[src/rtl/bb_pkg.sv]
package bb_pkg;
   typedef enum logic [1:0] {
      BB_IDLE   = 2'd0,
      BB_FIRST  = 2'd1,
      BB_SECOND = 2'd2
   } bb_state_e;
endpackage

[src/rtl/bb_cycle_plan.sv]
module bb_cycle_plan #(
   parameter int ADDR_W = 20,
   parameter int BYTE_W = 8
) (
   input  logic [ADDR_W-1:0]   byte_addr,
   input  logic                is_word,
   input  logic                second,
   input  logic [2*BYTE_W-1:0] wdata,
   output logic                bhe_n,
   output logic                a0,
   output logic [ADDR_W-2:0]   bank_addr,
   output logic [2*BYTE_W-1:0] lanes,
   output logic                split
);
   localparam int LANE_W = 2 * BYTE_W;

   logic [ADDR_W-1:0] next_addr;
   logic [BYTE_W-1:0] lo_b;
   logic [BYTE_W-1:0] hi_b;

   assign next_addr = byte_addr + ADDR_W'(1);
   assign lo_b      = wdata[BYTE_W-1:0];
   assign hi_b      = wdata[LANE_W-1:BYTE_W];
   assign split     = is_word & byte_addr[0];

   always_comb begin
      if (second) begin
         a0        = 1'b0;
         bhe_n     = 1'b1;
         bank_addr = next_addr[ADDR_W-1:1];
         lanes     = {{BYTE_W{1'b0}}, hi_b};
      end else begin
         a0        = byte_addr[0];
         bhe_n     = ~(is_word | byte_addr[0]);
         bank_addr = byte_addr[ADDR_W-1:1];
         lanes[BYTE_W-1:0]      = byte_addr[0] ? {BYTE_W{1'b0}} : lo_b;
         lanes[LANE_W-1:BYTE_W] = byte_addr[0] ? lo_b
                                  : (is_word ? hi_b : {BYTE_W{1'b0}});
      end
   end
endmodule

[src/rtl/bb_bank_decode.sv]
module bb_bank_decode (
   input  logic       bhe_n,
   input  logic       a0,
   output logic [1:0] en
);
   for (genvar l = 0; l < 2; l++) begin : g_lane
      if (l == 0) begin : g_even
         assign en[l] = ~a0;
      end else begin : g_odd
         assign en[l] = ~bhe_n;
      end
   end
endmodule

[src/rtl/bb_read_gather.sv]
module bb_read_gather #(
   parameter int BYTE_W = 8
) (
   input  logic [2*BYTE_W-1:0] lanes,
   input  logic                odd,
   input  logic                is_word,
   input  logic                second,
   output logic [2*BYTE_W-1:0] merged
);
   localparam int LANE_W = 2 * BYTE_W;

   always_comb begin
      if (second) begin
         merged = {lanes[BYTE_W-1:0], {BYTE_W{1'b0}}};
      end else begin
         merged[BYTE_W-1:0]      = odd ? lanes[LANE_W-1:BYTE_W] : lanes[BYTE_W-1:0];
         merged[LANE_W-1:BYTE_W] = (is_word && !odd) ? lanes[LANE_W-1:BYTE_W]
                                                     : {BYTE_W{1'b0}};
      end
   end
endmodule

[src/rtl/bytebank_bridge.sv]
module bytebank_bridge
   import bb_pkg::*;
#(
   parameter int ADDR_W = 20,
   parameter int BYTE_W = 8
) (
   input  logic                clk,
   input  logic                rst_n,
   input  logic                req_rd,
   input  logic                req_wr,
   input  logic                req_word,
   input  logic [ADDR_W-1:0]   req_addr,
   input  logic [2*BYTE_W-1:0] req_wdata,
   output logic                req_ready,
   output logic                rsp_valid,
   output logic [2*BYTE_W-1:0] rsp_rdata,
   output logic                mem_bhe_n,
   output logic                mem_a0,
   output logic                mem_en_lo,
   output logic                mem_en_hi,
   output logic [ADDR_W-2:0]   mem_bank_addr,
   output logic                mem_we,
   output logic                mem_re,
   output logic [2*BYTE_W-1:0] mem_wdata,
   input  logic [2*BYTE_W-1:0] mem_rdata
);
   localparam int LANE_W = 2 * BYTE_W;
   localparam int BANK_W = ADDR_W - 1;

   if (ADDR_W < 2) begin : g_bad_addr
      $error("bytebank_bridge: ADDR_W must be at least 2");
   end
   if (BYTE_W < 1) begin : g_bad_byte
      $error("bytebank_bridge: BYTE_W must be at least 1");
   end

   bb_state_e           state;
   logic                lat_word, lat_wr;
   logic [ADDR_W-1:0]   lat_addr;
   logic [LANE_W-1:0]   lat_wdata;
   logic [BYTE_W-1:0]   part_lo;

   logic                idle, accept;
   logic [ADDR_W-1:0]   p_addr;
   logic                p_word;
   logic [LANE_W-1:0]   p_wdata;
   logic                p_bhe_n, p_a0, p_split;
   logic [BANK_W-1:0]   p_bank_addr;
   logic [LANE_W-1:0]   p_lanes;
   logic [LANE_W-1:0]   gathered;
   logic [1:0]          bank_en;

   assign idle    = (state == BB_IDLE);
   assign accept  = idle && (req_rd || req_wr);
   assign p_addr  = idle ? req_addr  : lat_addr;
   assign p_word  = idle ? req_word  : lat_word;
   assign p_wdata = idle ? req_wdata : lat_wdata;

   bb_cycle_plan #(.ADDR_W(ADDR_W), .BYTE_W(BYTE_W)) u_plan (
      .byte_addr (p_addr),
      .is_word   (p_word),
      .second    (state == BB_FIRST),
      .wdata     (p_wdata),
      .bhe_n     (p_bhe_n),
      .a0        (p_a0),
      .bank_addr (p_bank_addr),
      .lanes     (p_lanes),
      .split     (p_split)
   );

   bb_read_gather #(.BYTE_W(BYTE_W)) u_gather (
      .lanes   (mem_rdata),
      .odd     (lat_addr[0]),
      .is_word (lat_word),
      .second  (state == BB_SECOND),
      .merged  (gathered)
   );

   bb_bank_decode u_decode (
      .bhe_n (mem_bhe_n),
      .a0    (mem_a0),
      .en    (bank_en)
   );

   assign mem_en_lo = bank_en[0];
   assign mem_en_hi = bank_en[1];
   assign req_ready = idle;

   always_ff @(posedge clk or negedge rst_n) begin
      if (!rst_n) begin
         state         <= BB_IDLE;
         lat_word      <= 1'b0;
         lat_wr        <= 1'b0;
         lat_addr      <= '0;
         lat_wdata     <= '0;
         part_lo       <= '0;
         mem_bhe_n     <= 1'b1;
         mem_a0        <= 1'b1;
         mem_bank_addr <= '0;
         mem_we        <= 1'b0;
         mem_re        <= 1'b0;
         mem_wdata     <= '0;
         rsp_valid     <= 1'b0;
         rsp_rdata     <= '0;
      end else begin
         rsp_valid <= 1'b0;
         unique case (state)
            BB_IDLE: begin
               if (accept) begin
                  lat_word      <= req_word;
                  lat_wr        <= req_wr;
                  lat_addr      <= req_addr;
                  lat_wdata     <= req_wdata;
                  mem_bhe_n     <= p_bhe_n;
                  mem_a0        <= p_a0;
                  mem_bank_addr <= p_bank_addr;
                  mem_we        <= req_wr;
                  mem_re        <= ~req_wr;
                  mem_wdata     <= req_wr ? p_lanes : '0;
                  state         <= BB_FIRST;
               end
            end
            BB_FIRST: begin
               if (p_split) begin
                  mem_bhe_n     <= p_bhe_n;
                  mem_a0        <= p_a0;
                  mem_bank_addr <= p_bank_addr;
                  mem_wdata     <= lat_wr ? p_lanes : '0;
                  if (!lat_wr) part_lo <= gathered[BYTE_W-1:0];
                  state         <= BB_SECOND;
               end else begin
                  mem_bhe_n <= 1'b1;
                  mem_a0    <= 1'b1;
                  mem_we    <= 1'b0;
                  mem_re    <= 1'b0;
                  mem_wdata <= '0;
                  rsp_valid <= 1'b1;
                  if (!lat_wr) rsp_rdata <= gathered;
                  state     <= BB_IDLE;
               end
            end
            default: begin
               mem_bhe_n <= 1'b1;
               mem_a0    <= 1'b1;
               mem_we    <= 1'b0;
               mem_re    <= 1'b0;
               mem_wdata <= '0;
               rsp_valid <= 1'b1;
               if (!lat_wr) rsp_rdata <= {gathered[LANE_W-1:BYTE_W], part_lo};
               state     <= BB_IDLE;
            end
         endcase
      end
   end

   // an idle bridge drives no bank activity
   assert_idle_quiet_R7: assert property (@(posedge clk) disable iff (!rst_n)
      req_ready |-> !(mem_en_lo || mem_en_hi || mem_we || mem_re));

   // an accepted request makes the bridge busy with a live bank cycle
   assert_accept_busy_R7: assert property (@(posedge clk) disable iff (!rst_n)
      (req_ready && (req_rd || req_wr)) |=> (!req_ready && (mem_we || mem_re)));

   // completion is a single-cycle pulse
   assert_valid_pulse_R7: assert property (@(posedge clk) disable iff (!rst_n)
      rsp_valid |=> !rsp_valid);

   // the second half addresses the next bank word
   assert_split_step_R3: assert property (@(posedge clk) disable iff (!rst_n)
      (state == BB_SECOND) |-> (mem_bank_addr == BANK_W'($past(mem_bank_addr) + 1'b1)));

   // the second half uses the low bank alone
   assert_second_low_only_R6: assert property (@(posedge clk) disable iff (!rst_n)
      (state == BB_SECOND) |-> (mem_en_lo && !mem_en_hi && $stable(mem_we)));

   // never both strobes
   assert_strobe_excl_R10: assert property (@(posedge clk) disable iff (!rst_n)
      $onehot0({mem_we, mem_re}));
endmodule

[config.mk]
export PLATFORM = sky130hd
export DESIGN_NAME = bytebank_bridge
export DESIGN_NICKNAME = d
export VERILOG_FILES = /design/src/rtl/bb_pkg.sv /design/src/rtl/bb_cycle_plan.sv /design/src/rtl/bb_bank_decode.sv /design/src/rtl/bb_read_gather.sv /design/src/rtl/bytebank_bridge.sv
export SDC_FILE = /design/constraint.sdc
export NUM_CORES = 1
export LEC_CHECK = 0
export ABC_AREA = 1
export BUFFER_PORTS_ARGS = -buffer_cell sky130_fd_sc_hd__buf_2
export CORE_MARGIN = 2
export CORE_UTILIZATION = 55
export CTS_CLUSTER_SIZE = 30
export DETAILED_ROUTE_END_ITERATION = 6
export PLACE_DENSITY_LB_ADDON = 0.12
export REMOVE_ABC_BUFFERS = 1
export SLEW_MARGIN = 20
export SYNTH_ARGS = -nofsm -noshare
export SYNTH_HDL_FRONTEND = slang
export SYNTH_SLANG_ARGS = --single-unit
export TNS_END_PERCENT = 30
[constraint.sdc]
create_clock -name clk -period 2.5 [get_ports clk]
set_clock_uncertainty 0.05 [all_clocks]
set_input_delay 0.5 -clock clk [delete_from_list [all_inputs] [get_ports clk]]
set_output_delay 0.5 -clock clk [all_outputs]
set_load 0.01 [all_outputs]
==> run metrics <==
status=finished, final reports clean; number of stages on the worst hold path=3; 1st-pass router iterations=5; setup total negative slack=0 ns; maximum operating frequency=0.438 GHz; overflow left after global routing=0; Area growth, synth to finish=19.0%; TritonCTS Buffers=9; startpoint type of the worst setup path=flip-flop; maximum fanout encountered on the critical timing path=14; max-capacitance violation count=0; ratio of routed vias to standard cells=5.30; Synthesis Warnings=0; static leakage power=3.32 nW; worst skew pair latency=0.37 ns; vias in the first global route=4872; number of flops mapped to enable cells by yosys=0; worst-case headroom to the max-slew limit=0.425; HPWL after detailed placement=between 9000 and 10000 um; slowest CP cell=dfrtp_2; cell count after synthesis=678; worst vdd ir=0.709 mV; buffer type at the clock tree root=clkbuf_8; Iteration-0 DRC Markers=248; Clock Sinks=around 100; initial standard-cell utilization of the core=0.563; number of unique standard cell types used by synthesis=41; count of final hold-check violations=0; CTS tree=built; WL/cell=14.3 um; # nets final=852; Die Span Y=between 100 and 150 um; total chip power=8.98 mW; Worst EP arrival=2.49 ns; remaining design rule violation count=0; final period demand of the worst path=2.28 ns; pins over their slew limit=0; input/output buffers=between 100 and 150; detailed-route wire length=13300 um; top layer used by detailed routing=met4; Overall Global Routing Usage=0.262; RSZ-0062 raised after global routing=false; met2 wirelength from detailed routing=~6300 um; final worst-path cycle share=0.913; share of layout cells above drive strength 1=0.252; die outline width=between 100 and 150 um; std cell rows=36; wire length on met3=about 770 um; sequential fraction of the synthesis area=0.478; primary flip-flop cell chosen by synthesis mapping=dfrtp_1; number of antenna violations at the first check in global routing=0; global placement routability congestion=0.840; Inserted Diodes=0; ordered list of cells on the worst path=inv_2, nand2_4, nor2_2, a21oi_2, inv_2, ha_1, inv_1, nor2_1, nand3_2, inv_1, nand2_2, nor2_2, nand3b_1, nand3_1, nand2_1; highest cell delay on the worst timing path=0.47 ns; mapped cell area=0.00545 sq mm; slew at the pin closest to its max-slew limit=0.857 ns; WS Path Type=reg -> reg; core box area=approximately 0.0097 sq mm; wire length of the first global-routing pass=22900 um; clock-pin transition on the worst setup and hold timing paths=0.10 ns; Critical Path End Type=flip-flop; Final ANT Viol Nets=0; mean post-synth cell area=8.04 sq um; power density relative to cell area=1390 mW/mm^2; top-level I/O count=between 100 and 150; pin count of the biggest net entering global routing=54; length of routed wiring on met1=5880 um; required time of the critical path=2.71 ns; detailed-route via count=4940; worst-case clock buffer depth=2; # setup viols final=0; synthesized flop and latch total=104; depth of the worst register-to-register path=15; die outline area=0.0107 sq mm; share of synthesized flip-flops with an asynchronous set or reset=1.00; number of levels in the clock H-tree=3; type of the worst min-delay path=in -> reg
[stage by stage]
| stage | setup slack (ns) | instance area (sq um) | std cells | hold WS [ns] | utilization |
|---|---|---|---|---|---|
| 2_1_floorplan | -0.356 | 5280 | 649 | 0.154 | - |
| 3_3_place_gp | 0.304 | 6200 | 915 | 0.386 | 0.640 |
| 3_5_place_dp | 0.159 | 6200 | 915 | 0.392 | 0.640 |
| 4_1_cts | 0.139 | 6470 | 932 | 0.284 | 0.668 |
| 5_1_grt | 0.0399 | 6480 | 932 | 0.292 | 0.670 |
| 6_report | 0.218 | 6480 | 932 | 0.300 | 0.670 |
[layer usage]
layer,up-vias,GRT usage
met1,2330,0.350
met4,0,0.104
met2,157,0.423
met3,30,0.0522
li1,2423,-
met5,-,0
[cell type report]
type                            instances  area [sq um]
Clock buffer                           11           131
Clock inverter                          5           129
Fill cell                             835          3200
Inverter                               82           313
Multi-Input combinational cell        463          2380
Sequential cell                       104          2610
Tap cell                              133           166
Timing Repair Buffer                  134           761
[worst paths after layout]
| kind | end | slack [ns] | from |
|---|---|---|---|
| worst max-delay path | mem_bank_addr[13]$_DFFE_PN0P_ | 0.22 | state[0]$_DFFE_PN0P_ |
| worst min-delay path | lat_addr[1]$_DFFE_PN0P_ | 0.30 | req_addr[1] |
| worst max register to register | mem_bank_addr[13]$_DFFE_PN0P_ | 0.22 | state[0]$_DFFE_PN0P_ |
| worst min register to register | lat_addr[19]$_DFFE_PN0P_ | 0.43 | lat_addr[19]$_DFFE_PN0P_ |
| max in group asynchronous | rsp_rdata[6]$_DFFE_PN0P_ | 1.16 | rst_n |
| min in group asynchronous | lat_addr[14]$_DFFE_PN0P_ | 0.53 | rst_n |
[state kept, by name, indices dropped and copies added (netlist names)]
register       flops
mem_bhe_n          1
part_lo            8
rsp_rdata         16
mem_a0             1
lat_word           1
state              2
mem_wdata         16
lat_wdata         16
rsp_valid          1
lat_addr          20
lat_wr             1
mem_bank_addr     19
mem_re             1
mem_we             1
[cells in the final DEF, fill, tap and decap left out, types with 4 or more instances in the layout]
cell type / netlist / routed
nor2_1: 29 / 28
mux2_2: 4 / 4
nand2_1: 180 / 180
o211ai_1: 7 / 7
clkbuf_8: 0 / 9
o21a_1: 8 / 8
bufinv_16: 0 / 4
buf_2: 11 / 114
mux2_1: 4 / 4
nor2_2: 11 / 11
o31ai_1: 10 / 10
dfrtp_1: 102 / 100
nand3_1: 40 / 39
a22o_1: 8 / 8
inv_2: 5 / 4
o21ai_1: 11 / 11
o21ai_0: 96 / 96
nand2_2: 10 / 10
buf_4: 5 / 16
a21oi_1: 16 / 16
inv_1: 73 / 73
[logic make-up (layout without fill, tap and decap cells)]
group | after synthesis | count (layout) | share of synthesized area
AOI/OAI and AO/OA | 163 | 163 | 0.174
buffers and inverters | 111 | 232 | 0.0884
xor gates and xnor gates | 4 | 4 | 0.00643
and+or+nand+nor | 287 | 287 | 0.235
adders and majority gates | 1 | 1 | 0.00229
DFF | 104 | 104 | 0.478
muxes | 8 | 8 | 0.0165
[cell usage after synthesis (2+ instances only)]
cell type	number	share of area
nand2_1	180	0.12
dfrtp_1	102	0.47
o21ai_0	96	0.088
inv_1	73	0.050
nand3_1	40	0.037
nor2_1	29	0.020
a21oi_1	16	0.015
buf_2	11	0.010
nor2_2	11	0.013
o21ai_1	11	0.010
nand2_2	10	0.011
o31ai_1	10	0.014
clkbuf_1	9	0.0062
a22o_1	8	0.013
o21a_1	8	0.011
o211ai_1	7	0.0096
buf_4	5	0.0069
inv_2	5	0.0034
buf_6	4	0.0083
mux2_1	4	0.0083
mux2_2	4	0.0083
clkinv_1	3	0.0021
nand3b_1	3	0.0041
o21ai_2	3	0.0048
dfstp_2	2	0.0096
nand2_4	2	0.0041
nand3_2	2	0.0037
nand4_1	2	0.0023
nor2_4	2	0.0041
o21ai_4	2	0.0060
or2_2	2	0.0023
xnor2_1	2	0.0032
xor2_1	2	0.0032
[power breakdown]
group | total [mW] | internal (mW) | switching (mW)
combinational | 4.74 | 1.69 | 3.05
clock | 1.34 | 0.769 | 0.572
sequential | 2.91 | 2.50 | 0.406
[critical path, delay by kind of cell (launching register included)]
kind / cells / cell delay, ns
AND/OR/NAND/NOR: 9 / 1.07
flip-flops: 1 / 0.47
adder cells (fa/ha/maj): 1 / 0.16
AO/OA/AOI/OAI: 1 / 0.06
buffers and inverters: 4 / 0.38
[what timing repair did]
action,CTS,global route
endpoints found under the setup margin,0,2
hold buffers,1,0
endpoints found under the hold margin,17,0
buffers inserted,0,0
gates resized for setup,0,5
Power figures use the tool's default switching activity.
